--- src/rtl/ring_adc_pkg.sv ---
package ring_adc_pkg;
  parameter int unsigned CNT_W_DEF   = 8;
  parameter int unsigned ERR_W_DEF   = 3;
  parameter int unsigned SAT_LIM_DEF = 3;
  parameter int unsigned N_RINGS     = 2;

  typedef enum int unsigned {
    RING_FB  = 0,
    RING_REF = 1
  } ring_idx_e;
endpackage

--- src/rtl/ring_edge_sync.sv ---
module ring_edge_sync (
  input  logic clk_i,
  input  logic rst_ni,
  input  logic ring_i,
  output logic rise_o
);
  logic meta_q, sync_q, prev_q;

  always_ff @(posedge clk_i or negedge rst_ni) begin
    if (!rst_ni) begin
      meta_q <= 1'b0;
      sync_q <= 1'b0;
      prev_q <= 1'b0;
    end else begin
      meta_q <= ring_i;
      sync_q <= meta_q;
      prev_q <= sync_q;
    end
  end

  assign rise_o = sync_q & ~prev_q;

  // a detected edge cannot repeat on the next cycle
  a_r2_single_pulse: assert property (@(posedge clk_i) disable iff (!rst_ni)
    rise_o |=> !rise_o);
endmodule

--- src/rtl/window_counter.sv ---
module window_counter #(
  parameter int unsigned CNT_W = 8
) (
  input  logic             clk_i,
  input  logic             rst_ni,
  input  logic             rise_i,
  input  logic             strobe_i,
  output logic [CNT_W-1:0] win_cnt_o
);
  localparam logic [CNT_W-1:0] CNT_MAX = '1;

  logic [CNT_W-1:0] cnt_q;
  logic [CNT_W:0]   sum;

  assign sum       = {1'b0, cnt_q} + {{CNT_W{1'b0}}, rise_i};
  // strobe-cycle edge belongs to the closing window
  assign win_cnt_o = sum[CNT_W] ? CNT_MAX : sum[CNT_W-1:0];

  always_ff @(posedge clk_i or negedge rst_ni) begin
    if (!rst_ni)       cnt_q <= '0;
    else if (strobe_i) cnt_q <= '0;
    else               cnt_q <= win_cnt_o;
  end

  a_r3_clear_on_strobe: assert property (@(posedge clk_i) disable iff (!rst_ni)
    strobe_i |=> (cnt_q == '0));

  a_r7_no_wrap: assert property (@(posedge clk_i) disable iff (!rst_ni)
    (!strobe_i && cnt_q == CNT_MAX) |=> (cnt_q == CNT_MAX));
endmodule

--- src/rtl/err_former.sv ---
module err_former #(
  parameter int unsigned CNT_W   = 8,
  parameter int unsigned ERR_W   = 3,
  parameter int unsigned SAT_LIM = 3
) (
  input  logic                    clk_i,
  input  logic                    rst_ni,
  input  logic                    strobe_i,
  input  logic [CNT_W-1:0]        fb_cnt_i,
  input  logic [CNT_W-1:0]        ref_cnt_i,
  output logic signed [ERR_W-1:0] err_o,
  output logic                    valid_o
);
  localparam logic signed [CNT_W:0]   HI_C   = (CNT_W+1)'(SAT_LIM);
  localparam logic signed [CNT_W:0]   LO_C   = -HI_C;
  localparam logic signed [ERR_W-1:0] ERR_HI = ERR_W'(SAT_LIM);
  localparam logic signed [ERR_W-1:0] ERR_LO = -ERR_HI;

  logic signed [CNT_W:0]   diff, clamped;
  logic signed [ERR_W-1:0] err_d;

  assign diff = $signed({1'b0, ref_cnt_i}) - $signed({1'b0, fb_cnt_i});

  always_comb begin
    if (diff > HI_C)      clamped = HI_C;
    else if (diff < LO_C) clamped = LO_C;
    else                  clamped = diff;
    err_d = clamped[ERR_W-1:0];
  end

  always_ff @(posedge clk_i or negedge rst_ni) begin
    if (!rst_ni) begin
      err_o   <= '0;
      valid_o <= 1'b0;
    end else begin
      valid_o <= strobe_i;
      if (strobe_i) err_o <= err_d;
    end
  end

  a_r5_valid_after_strobe: assert property (@(posedge clk_i) disable iff (!rst_ni)
    strobe_i |=> valid_o);

  a_r5_no_spurious_valid: assert property (@(posedge clk_i) disable iff (!rst_ni)
    !strobe_i |=> !valid_o);

  a_r5_err_holds: assert property (@(posedge clk_i) disable iff (!rst_ni)
    !valid_o |-> $stable(err_o));

  a_r4_err_in_band: assert property (@(posedge clk_i) disable iff (!rst_ni)
    (err_o <= ERR_HI) && (err_o >= ERR_LO));
endmodule

--- src/rtl/ring_adc_backend.sv ---
module ring_adc_backend
  import ring_adc_pkg::*;
#(
  parameter int unsigned CNT_W   = CNT_W_DEF,
  parameter int unsigned ERR_W   = ERR_W_DEF,
  parameter int unsigned SAT_LIM = SAT_LIM_DEF
) (
  input  logic                    clk_i,
  input  logic                    rst_ni,
  input  logic                    fb_ring_i,
  input  logic                    ref_ring_i,
  input  logic                    strobe_i,
  output logic signed [ERR_W-1:0] err_o,
  output logic                    valid_o
);
  logic [N_RINGS-1:0] ring_in;
  logic [N_RINGS-1:0] rise;
  logic [CNT_W-1:0]   win_cnt [N_RINGS];

  assign ring_in[RING_FB]  = fb_ring_i;
  assign ring_in[RING_REF] = ref_ring_i;

  for (genvar g = 0; g < N_RINGS; g++) begin : g_ring
    ring_edge_sync u_sync (
      .clk_i  (clk_i),
      .rst_ni (rst_ni),
      .ring_i (ring_in[g]),
      .rise_o (rise[g])
    );

    window_counter #(.CNT_W(CNT_W)) u_cnt (
      .clk_i     (clk_i),
      .rst_ni    (rst_ni),
      .rise_i    (rise[g]),
      .strobe_i  (strobe_i),
      .win_cnt_o (win_cnt[g])
    );
  end

  err_former #(
    .CNT_W   (CNT_W),
    .ERR_W   (ERR_W),
    .SAT_LIM (SAT_LIM)
  ) u_err (
    .clk_i     (clk_i),
    .rst_ni    (rst_ni),
    .strobe_i  (strobe_i),
    .fb_cnt_i  (win_cnt[RING_FB]),
    .ref_cnt_i (win_cnt[RING_REF]),
    .err_o     (err_o),
    .valid_o   (valid_o)
  );
endmodule

--- config.mk ---
export PLATFORM = sky130hd
export DESIGN_NAME = ring_adc_backend
export DESIGN_NICKNAME = d
export VERILOG_FILES = /design/src/rtl/ring_adc_pkg.sv /design/src/rtl/ring_edge_sync.sv /design/src/rtl/window_counter.sv /design/src/rtl/err_former.sv /design/src/rtl/ring_adc_backend.sv
export SDC_FILE = /design/constraint.sdc
export NUM_CORES = 1
export LEC_CHECK = 0
export BUFFER_PORTS_ARGS = -buffer_cell sky130_fd_sc_hd__buf_2
export CORE_AREA = 2 2 55 57
export CTS_BUF_LIST = sky130_fd_sc_hd__clkbuf_4
export CTS_CLUSTER_SIZE = 40
export DETAILED_ROUTE_END_ITERATION = 12
export DIE_AREA = 0 0 57 59
export GPL_ROUTABILITY_DRIVEN = 0
export PLACE_DENSITY = 0.79
export SLEW_MARGIN = 0
export SYNTH_ARGS = -nofsm -noshare
export SYNTH_HDL_FRONTEND = slang
export SYNTH_SLANG_ARGS = --single-unit
--- constraint.sdc ---
create_clock -name clk_i -period 10.44 [get_ports clk_i]
set_clock_uncertainty 0.2 [all_clocks]
set_input_delay 0.522 -clock clk_i [delete_from_list [all_inputs] [get_ports clk_i]]
set_output_delay 0.522 -clock clk_i [all_outputs]
set_load 0.1 [all_outputs]
* Word-level counts from Yosys, hierarchy flattened
Cells that the tools add are included.
** Word-level totals
- Register bits after elaboration :: 26
- Bits in latches :: 0
- RAM bits :: 0
- Memory bits (read-only) :: 0
- Bits of input ports :: 5
- Output and inout bits :: 4
- Logic and storage cells :: 25
- Memories kept :: 0
** Operators by class
- $add $sub $neg :: 3
- $mul :: 0
- Divide/modulo/power cells :: 0
- Order comparisons :: 2
- Eq/ne operators :: 0
- Shifts and indexed selects :: 0
- Mux-type cells :: 6
- Bitwise gates (word level) :: 4
- Reductions and logical operators :: 0
** Operator list (count)
- 2-to-1 mux 8 bit :: 4
- adder 8 x 1 -> 9 bit :: 2
- greater-than comparator 9 x 3 -> 1 bit (second input constant) :: 1
- < comparator 9 x 3 -> 1 bit (second input constant) :: 1
- subtractor 8 x 8 -> 9 bit :: 1
- 2-to-1 mux 3 bit :: 2
- AND 1 bit :: 2
- NOT 1 bit :: 2

* Depth between registers and ports, before layout
Gate-level depths: netlist (run 1).
- Depth after elaboration :: 8
- Mapped depth :: 17

* Hierarchy
From an unflattened synthesis (run 1), not the netlist that was laid out.
** Second synthesis, totals
- Cells, all modules :: 190
- Area, all modules :: 1722.9 um^2
** Modules (own cells, without submodules)
- window_counter :: times used 2, cells an instance 50, area an instance 447.9 um^2, sequential area each 200.2 um^2
- err_former :: times used 1, cells an instance 82, area an instance 649.4 um^2, sequential area each 100.1 um^2
- ring_edge_sync :: times used 2, cells an instance 4, area an instance 88.8 um^2, sequential area each 75.1 um^2

* Worst setup path after synthesis (run 1)
OpenSTA, ideal clock, no wires.
- Path kind :: register to register
- Start :: register g_ring[0].u_sync.prev_q
- End :: register u_err.err_o[1]
- Library setup time :: 0.099 ns
- Arrival :: 3.360 ns
- Required time :: 10.141 ns
- Slack :: 6.780 ns
- Stages on the path, launching flop included :: 18
- Path buffers :: 1
- Clock period less this slack :: 3.660 ns
- Path through :: dfrtp_1 -> nor2b_1 -> ha_1 -> ha_1 -> nand3_1 -> nor2_1 -> and3_1 -> clkbuf_1 -> or2_2 -> ha_1 -> inv_1 -> fa_1 -> a21o_1 -> a21oi_2 -> xor2_2 -> a2111oi_4 -> a41oi_1 -> a311oi_1
** On the way
- Word-level cells in the longest chain between the ends :: 8
- Elaborated cells between the ends (all ways) :: 9
- Classes of those cells :: add/sub (2); order compare (2); mux (3); bitwise (2)
** RTL lines
- from (decl) :: RTL line ring_edge_sync.sv:7 : logic meta_q, sync_q, prev_q;
- from (signal assigned) :: RTL line ring_edge_sync.sv:17 : prev_q <= sync_q;
- NOT 1 bit * :: RTL line ring_edge_sync.sv:21 : assign rise_o = sync_q & ~prev_q;
- AND 1 bit * :: RTL line ring_edge_sync.sv:21
- adder 8 x 1 -> 9 bit * :: RTL line window_counter.sv:15 : assign sum = {1'b0, cnt_q} + {{CNT_W{1'b0}}, rise_i};
- 2-to-1 mux 8 bit * :: RTL line window_counter.sv:17 : assign win_cnt_o = sum[CNT_W] ? CNT_MAX : sum[CNT_W-1:0];
- subtractor 8 x 8 -> 9 bit * :: RTL line err_former.sv:22 : assign diff = $signed({1'b0, ref_cnt_i}) - $signed({1'b0, fb_cnt_i});
- < comparator 9 x 3 -> 1 bit :: RTL line err_former.sv:26 : else if (diff < LO_C) clamped = LO_C;
- 2-to-1 mux 3 bit :: RTL line err_former.sv:26
- 2-to-1 mux 3 bit * :: RTL line err_former.sv:25 : if (diff > HI_C) clamped = HI_C;
- to (signal assigned) :: RTL line err_former.sv:37 : if (strobe_i) err_o <= err_d;
- to (decl) :: RTL line err_former.sv:11 : output logic signed [ERR_W-1:0] err_o,
Mark *: on every way between the ends. The rest lies on a longest branch, timed or not.
A chain may end at the register's enable or synchronous reset.

* Worst setup path in the final report (run 1)
- Start :: register g_ring[0].u_sync.sync_q
- End :: register u_err.err_o[1]
** On the way
- Word-level cells in the longest chain between the ends :: 7
- Elaborated cells between the ends (all ways) :: 8
- Classes of those cells :: add/sub (2); order compare (2); mux (3); bitwise (1)
** RTL lines
- from (decl) :: RTL line ring_edge_sync.sv:7
- from (signal assigned) :: RTL line ring_edge_sync.sv:16 : sync_q <= meta_q;
- AND 1 bit * :: RTL line ring_edge_sync.sv:21
- adder 8 x 1 -> 9 bit * :: RTL line window_counter.sv:15
- 2-to-1 mux 8 bit * :: RTL line window_counter.sv:17
- subtractor 8 x 8 -> 9 bit * :: RTL line err_former.sv:22
- < comparator 9 x 3 -> 1 bit :: RTL line err_former.sv:26
- 2-to-1 mux 3 bit :: RTL line err_former.sv:26
- 2-to-1 mux 3 bit * :: RTL line err_former.sv:25
Marks and branches as above.

==> results of run 1 <==
==> placed cells by master (no fill, tap or decap), types with 2 or more instances in the layout <==
master     n
nor2_1    20
a21oi_1    9
nand2_1   12
nand3b_1   2
o21ai_0    6
or2_2      2
and3_1     4
a211oi_1   2
a21o_1     2
xnor2_1    8
clkbuf_4   3
nor2b_1    8
inv_1      3
buf_2      8
xor2_1     4
dfrtp_1   26
ha_1      13
nand3_1   11
==> routing by layer <==
metal  track usage  share of wire  vias to the layer above
li1              -              -                      588
met1         0.298           0.48                      581
met2         0.304           0.48                       16
met3        0.0197          0.015                        5
met4        0.0797          0.018                        0
met5             0              0                        -
==> kinds of logic (layout without fill, tap and decap cells) <==
logic type,after synthesis,after routing,share of synthesized area
and+or+nand+nor,67,67,0.218
AOI/OAI and AO/OA,33,33,0.155
DFF,26,26,0.410
adders and majority gates,14,14,0.115
xor gates and xnor gates,13,13,0.0765
buffers and inverters,8,16,0.0244
==> power breakdown <==
part	switching, mW	internal, mW	leakage (nW)	total [mW]
clock network	0.0306	0.0389	0.0279	0.0695
logic	0.0478	0.0200	0.434	0.0678
registers	0.00201	0.106	0.336	0.108
total	0.0804	0.164	0.798	0.245
==> what timing repair did <==
action                                  CTS  global route
endpoints found under the setup margin    0             0
hold buffers                              1             0
hold endpoints to repair                 26             0
==> flip-flops by register name, summed over array words and instances (netlist names) <==
register,flops
g_ring.u_cnt.cnt_q,16
g_ring.u_sync.meta_q,2
g_ring.u_sync.prev_q,2
u_err.valid_o,1
g_ring.u_sync.sync_q,2
u_err.err_o,3
==> worst max path at each step <==
stage	cells after the start	start	endpoint
floorplan	17	g_ring[0].u_sync.prev_q	u_err.err_o[1]
global placement	16	g_ring[0].u_sync.sync_q	u_err.err_o[1]
detailed placement	16	g_ring[0].u_sync.sync_q	u_err.err_o[1]
CTS	16	g_ring[0].u_sync.sync_q	u_err.err_o[1]
global route	16	g_ring[0].u_sync.sync_q	u_err.err_o[1]
finish	16	g_ring[0].u_sync.sync_q	u_err.err_o[1]
==> final cells by class <==
cell class | count | area [um2] | area share
flip-flops and latches | 26 | 651 | 0.383
multi-input cells | 127 | 897 | 0.528
well taps | 31 | 38.8 | 0.0228
clock buffers | 3 | 22.5 | 0.0132
repair buffers | 9 | 50.0 | 0.0294
clock inverters | 1 | 30.0 | 0.0177
inverters | 3 | 11.3 | 0.00662
==> stage by stage <==
stage / setup slack (ns) / total power [mW] / utilization / area [um2] / std cells
CTS: 6.40 / 0.246 / 0.627 / 1700 / 200
detailed placement: 6.47 / 0.177 / 0.604 / 1640 / 195
floorplan: 6.78 / 0.164 / - / 1590 / 161
finish: 6.38 / 0.245 / 0.627 / 1700 / 200
global placement: 6.58 / 0.175 / 0.604 / 1640 / 195
global route: 6.05 / 0.256 / 0.627 / 1700 / 200
==> reports/metrics.yaml, run 1 <==
status: "finished, final reports clean"
core_mm2: 0.00271
yosys.cell_count.top_type: "dfrtp_1"
worst_slew_pin_slew_ns: 0.566
chipWidth_um: 57
htree_levels: 1
timing.hold.ws_ns: 0.0842
synth_top_area_share: 0.410
startpoint_type: "flip-flop"
slew_headroom: 0.622
grt_start_max_net_pins: 27
cp_slowest_stage_delay_ns: 0.51
reg2reg_depth: 16
r2r_start: "g_ring[0].u_sync.sync_q"
max_clock_freq_mhz: 247
post-cts-setup-buffers: 0
syn_inst: 161
finalMaxSlewViolations: 0
clockBufferDepth: 2
cts.reportedPaths.clkPinSlew_ns: 0.14
critical_path_buf_inv_count: 1
cts_root_buf: "clkbuf_4"
hold_class: "primary input to flip-flop"
synthFlopType: "dfrtp_1"
period_needed_ns: 4.06
area_growth_pct: 7.18
critPathTopFamily: "simple AND/OR/NAND/NOR gates"
arrival_ns: 4.10
vias: 1190
postSynthAreaPerCell_um2: 9.85
r2r_setup_slack_ns: 6.38
n_antenna_cell: 0
synth-seq-cells: 26
start_util: 0.585
drive_gt1_frac: 0.124
clk_latency_ns: 0.33
boundaryPins: 9
crit_path_end_kind: "flip-flop"
setup_tns_ns: 0
cts_tree: "done"
async_flop_share: 1.00
fp.dieH_um: 59
ys_types: 43
critPathKind: "flip-flop to flip-flop"
max-cap-violations: 0
p_per_area_mw_per_mm2: 144
hold-path-endpoint: "g_ring[0].u_sync.meta_q"
portBuffers: 8
synth.net_count: 180
required_ns: 10.48
grt_pass1_wl_mm: 5.20
synth-edff-count: 0
synthTopCellsByCount: "26 x dfrtp_1, 20 x nor2_1, 13 x ha_1, 12 x nand2_1, 11 x nand3_1"
wl_per_cell_um: 15.0
worst_path_max_delay_cell: "fa_1"
drc_errors: 0
post_cts_resize_count: 0
fill_cells: 233
vdd_drop_max_mv: 0.150
synth_area_leaders: "dfrtp_1 41%, ha_1 10%, nor2_1 4.7%"
numClockSinks: 26
numCtsBuffers: 3
hold_viol: 0
grt.total_usage: 0.200
synth.largest_area_cell: "dfrtp_1"
vias_per_cell: 5.95
rsz0062_at_grt: "false"
path_max_fanout: 6
rows: 19
drtIter0Drc: 48
crit_top_cell: "ha_1"
whs_path_depth: 1
nets: 189
ys_seq_area_frac: 0.410
drt_first_pass_iters: 4
hold_start: "fb_ring_i"
antenna_found_initial: 0
crit_chain: "nor2b_1 -> ha_1 -> ha_1 -> nand3_1 -> nor2_1 -> and3_1 -> or2_2 -> ha_1 -> inv_1 -> fa_1 -> a21o_1 -> a221oi_2 -> xnor2_1 -> nand3b_4 -> o31ai_1 -> a311oi_1"
timing.rr.end: "u_err.err_o[1]"
finalWirelength_mm: 2.99
setup_violations: 0
fin_crit_sh: 0.389
hpwl_mm: 2.26
yosys_warnings: 0
grt_pass1_vias: 1100
dieArea_mm2: 0.00336
p_leak_nw: 0.798
gr-total-overflow: 0
synth_area_mm2: 0.00159
ant_nets: 0
(Power assumes the default switching activity.)
==> run 2, diff against run 1 <==
==> constraint.sdc (replaced) <==
create_clock -name clk_i -period 3.96 [get_ports clk_i]
set_clock_uncertainty 0.2 [all_clocks]
set_input_delay 0.198 -clock clk_i [delete_from_list [all_inputs] [get_ports clk_i]]
set_output_delay 0.198 -clock clk_i [all_outputs]
set_load 0.1 [all_outputs]
==> reports/metrics.yaml, run 2 (synthesized netlist as in run 1, its figures left out) <==
numClockSinks: 26
ant_nets: 0
setup_tns_ns: 0
wl_per_cell_um: 15.3
r2r_start: "g_ring[0].u_sync.sync_q"
portBuffers: 8
finalWirelength_mm: 3.14
gr-total-overflow: 0
status: "finished, final reports clean"
final_core_util: 0.672
hpwl_mm: 2.31
seqCellArea_um2: 651
worst_path_max_delay_cell: "fa_2"
path_max_fanout: 6
setup_slack_ns: 0.250
core_mm2: 0.00271
largest_register_ffs: 16
dieArea_mm2: 0.00336
vias_per_cell: 5.85
vdd_drop_max_mv: 0.356
multiInputGateArea_um2: 972
drtIter0Drc: 36
n_antenna_cell: 0
crit_path_end_kind: "flip-flop"
timing.rr.end: "u_err.err_o[1]"
hold_viol: 0
drc_errors: 0
dp.cells: 196
layout.cells.non_filler: 205
required_ns: 4.00
critPathTopFamily: "adder cells"
grt_pass1_vias: 1181
pre_cts_ws_ns: 0.00740
area_growth_pct: 14.7
max-cap-violations: 0
cts_root_buf: "clkbuf_4"
clockBufferDepth: 2
fill_cells: 212
rows: 19
fin_crit_sh: 0.937
drt_first_pass_iters: 4
grt.total_usage: 0.200
cts_tree: "done"
critical_path_buf_inv_count: 1
final_common_cell: "dfrtp_1"
clk_latency_ns: 0.33
final_cell_mix: "26 x dfrtp_1, 19 x nor2_1, 12 x nand2_1"
antenna_found_initial: 0
htree_levels: 1
p_leak_nw: 0.824
worst_slew_pin_slew_ns: 0.574
period_needed_ns: 3.71
hold_start: "g_ring[0].u_sync.meta_q"
largest_registers: "g_ring.u_cnt.cnt_q: 16 flops, u_err.err_o: 3 flops"
grt_start_max_net_pins: 27
grt_pass1_wl_mm: 5.26
hold_class: "flip-flop to flip-flop"
cp_slowest_stage_delay_ns: 0.43
rsz0062_at_grt: "false"
chipWidth_um: 57
drive_gt1_frac: 0.195
fp.dieH_um: 59
slew_headroom: 0.618
critPathKind: "flip-flop to flip-flop"
crit_chain: "nor2b_1 -> ha_2 -> ha_2 -> nand3_4 -> nor2_4 -> and3_4 -> or2_2 -> ha_1 -> inv_1 -> fa_2 -> a21o_1 -> a221oi_4 -> xnor2_2 -> nand3b_4 -> o31ai_2 -> a311oi_2"
reg2reg_depth: 16
start_util: 0.585
cts.reportedPaths.clkPinSlew_ns: 0.15
vias: 1199
cp.depth: 16
hold-path-endpoint: "g_ring[0].u_sync.sync_q"
whs_path_depth: 0
finalMaxSlewViolations: 0
numCtsBuffers: 3
r2r_setup_slack_ns: 0.25
top_register: "g_ring.u_cnt.cnt_q"
arrival_ns: 3.75
startpoint_type: "flip-flop"
p_per_area_mw_per_mm2: 368
crit_top_cell: "ha_2"
max_clock_freq_mhz: 270
nets: 194
boundaryPins: 9
setup_violations: 0
## run 2: changes by cell type in the layout (fill, tap and decap cells not counted), moves of 2 or more
cell and change:
ha_1 -2, ha_2 +2, nand3_1 -2, dlygate4sd3_1 +3, buf_4 +2
## run 2: how the worst max path moves through the flow
stage          slack (ns)                    start              to
6_report             0.25  g_ring[0].u_sync.sync_q  u_err.err_o[1]
5_1_grt             0.002  g_ring[0].u_sync.sync_q  u_err.err_o[0]
4_1_cts              0.02  g_ring[0].u_sync.sync_q  u_err.err_o[1]
3_5_place_dp        0.007  g_ring[0].u_sync.sync_q  u_err.err_o[1]
3_3_place_gp         0.20  g_ring[0].u_sync.sync_q  u_err.err_o[1]
2_1_floorplan        0.30  g_ring[0].u_sync.prev_q  u_err.err_o[1]
## run 2: metal layers
| layer | part of all wire | track usage |
|---|---|---|
| met4 | 0.014 | 0.0631 |
| met3 | 0.012 | 0.0197 |
| met1 | 0.49 | 0.285 |
| met5 | 0 | 0 |
| met2 | 0.48 | 0.325 |
## run 2: final cells by class
class	count	share of cell area
multi-input cells	127	0.534
flip-flops and latches	26	0.357
repair buffers	14	0.0522
well taps	31	0.0213
clock inverters	1	0.0165
clock buffers	3	0.0124
inverters	3	0.00619
## run 2: per-stage QoR
stage          power (mW)  cell area (um2)  hold WS [ns]
2_1_floorplan       0.432             1590        -0.298
3_3_place_gp        0.465             1650        0.0104
3_5_place_dp        0.470             1650        0.0269
4_1_cts             0.655             1740         0.168
5_1_grt             0.701             1820         0.176
6_report            0.670             1820         0.167
## run 2: report_power, final
group          switching, mW  internal [mW]
sequential           0.00562          0.278
combinational          0.136         0.0655
clock                 0.0820          0.102
total                  0.224          0.446
## run 2: repair_timing
| action | in CTS | in global routing |
|---|---|---|
| gates resized for setup | 2 | 13 |
| pin swaps | 0 | 4 |
| hold endpoints to repair | 29 | 0 |
| buffers inserted | 0 | 1 |
| hold buffers | 4 | 0 |
| endpoints found under the setup margin | 1 | 2 |
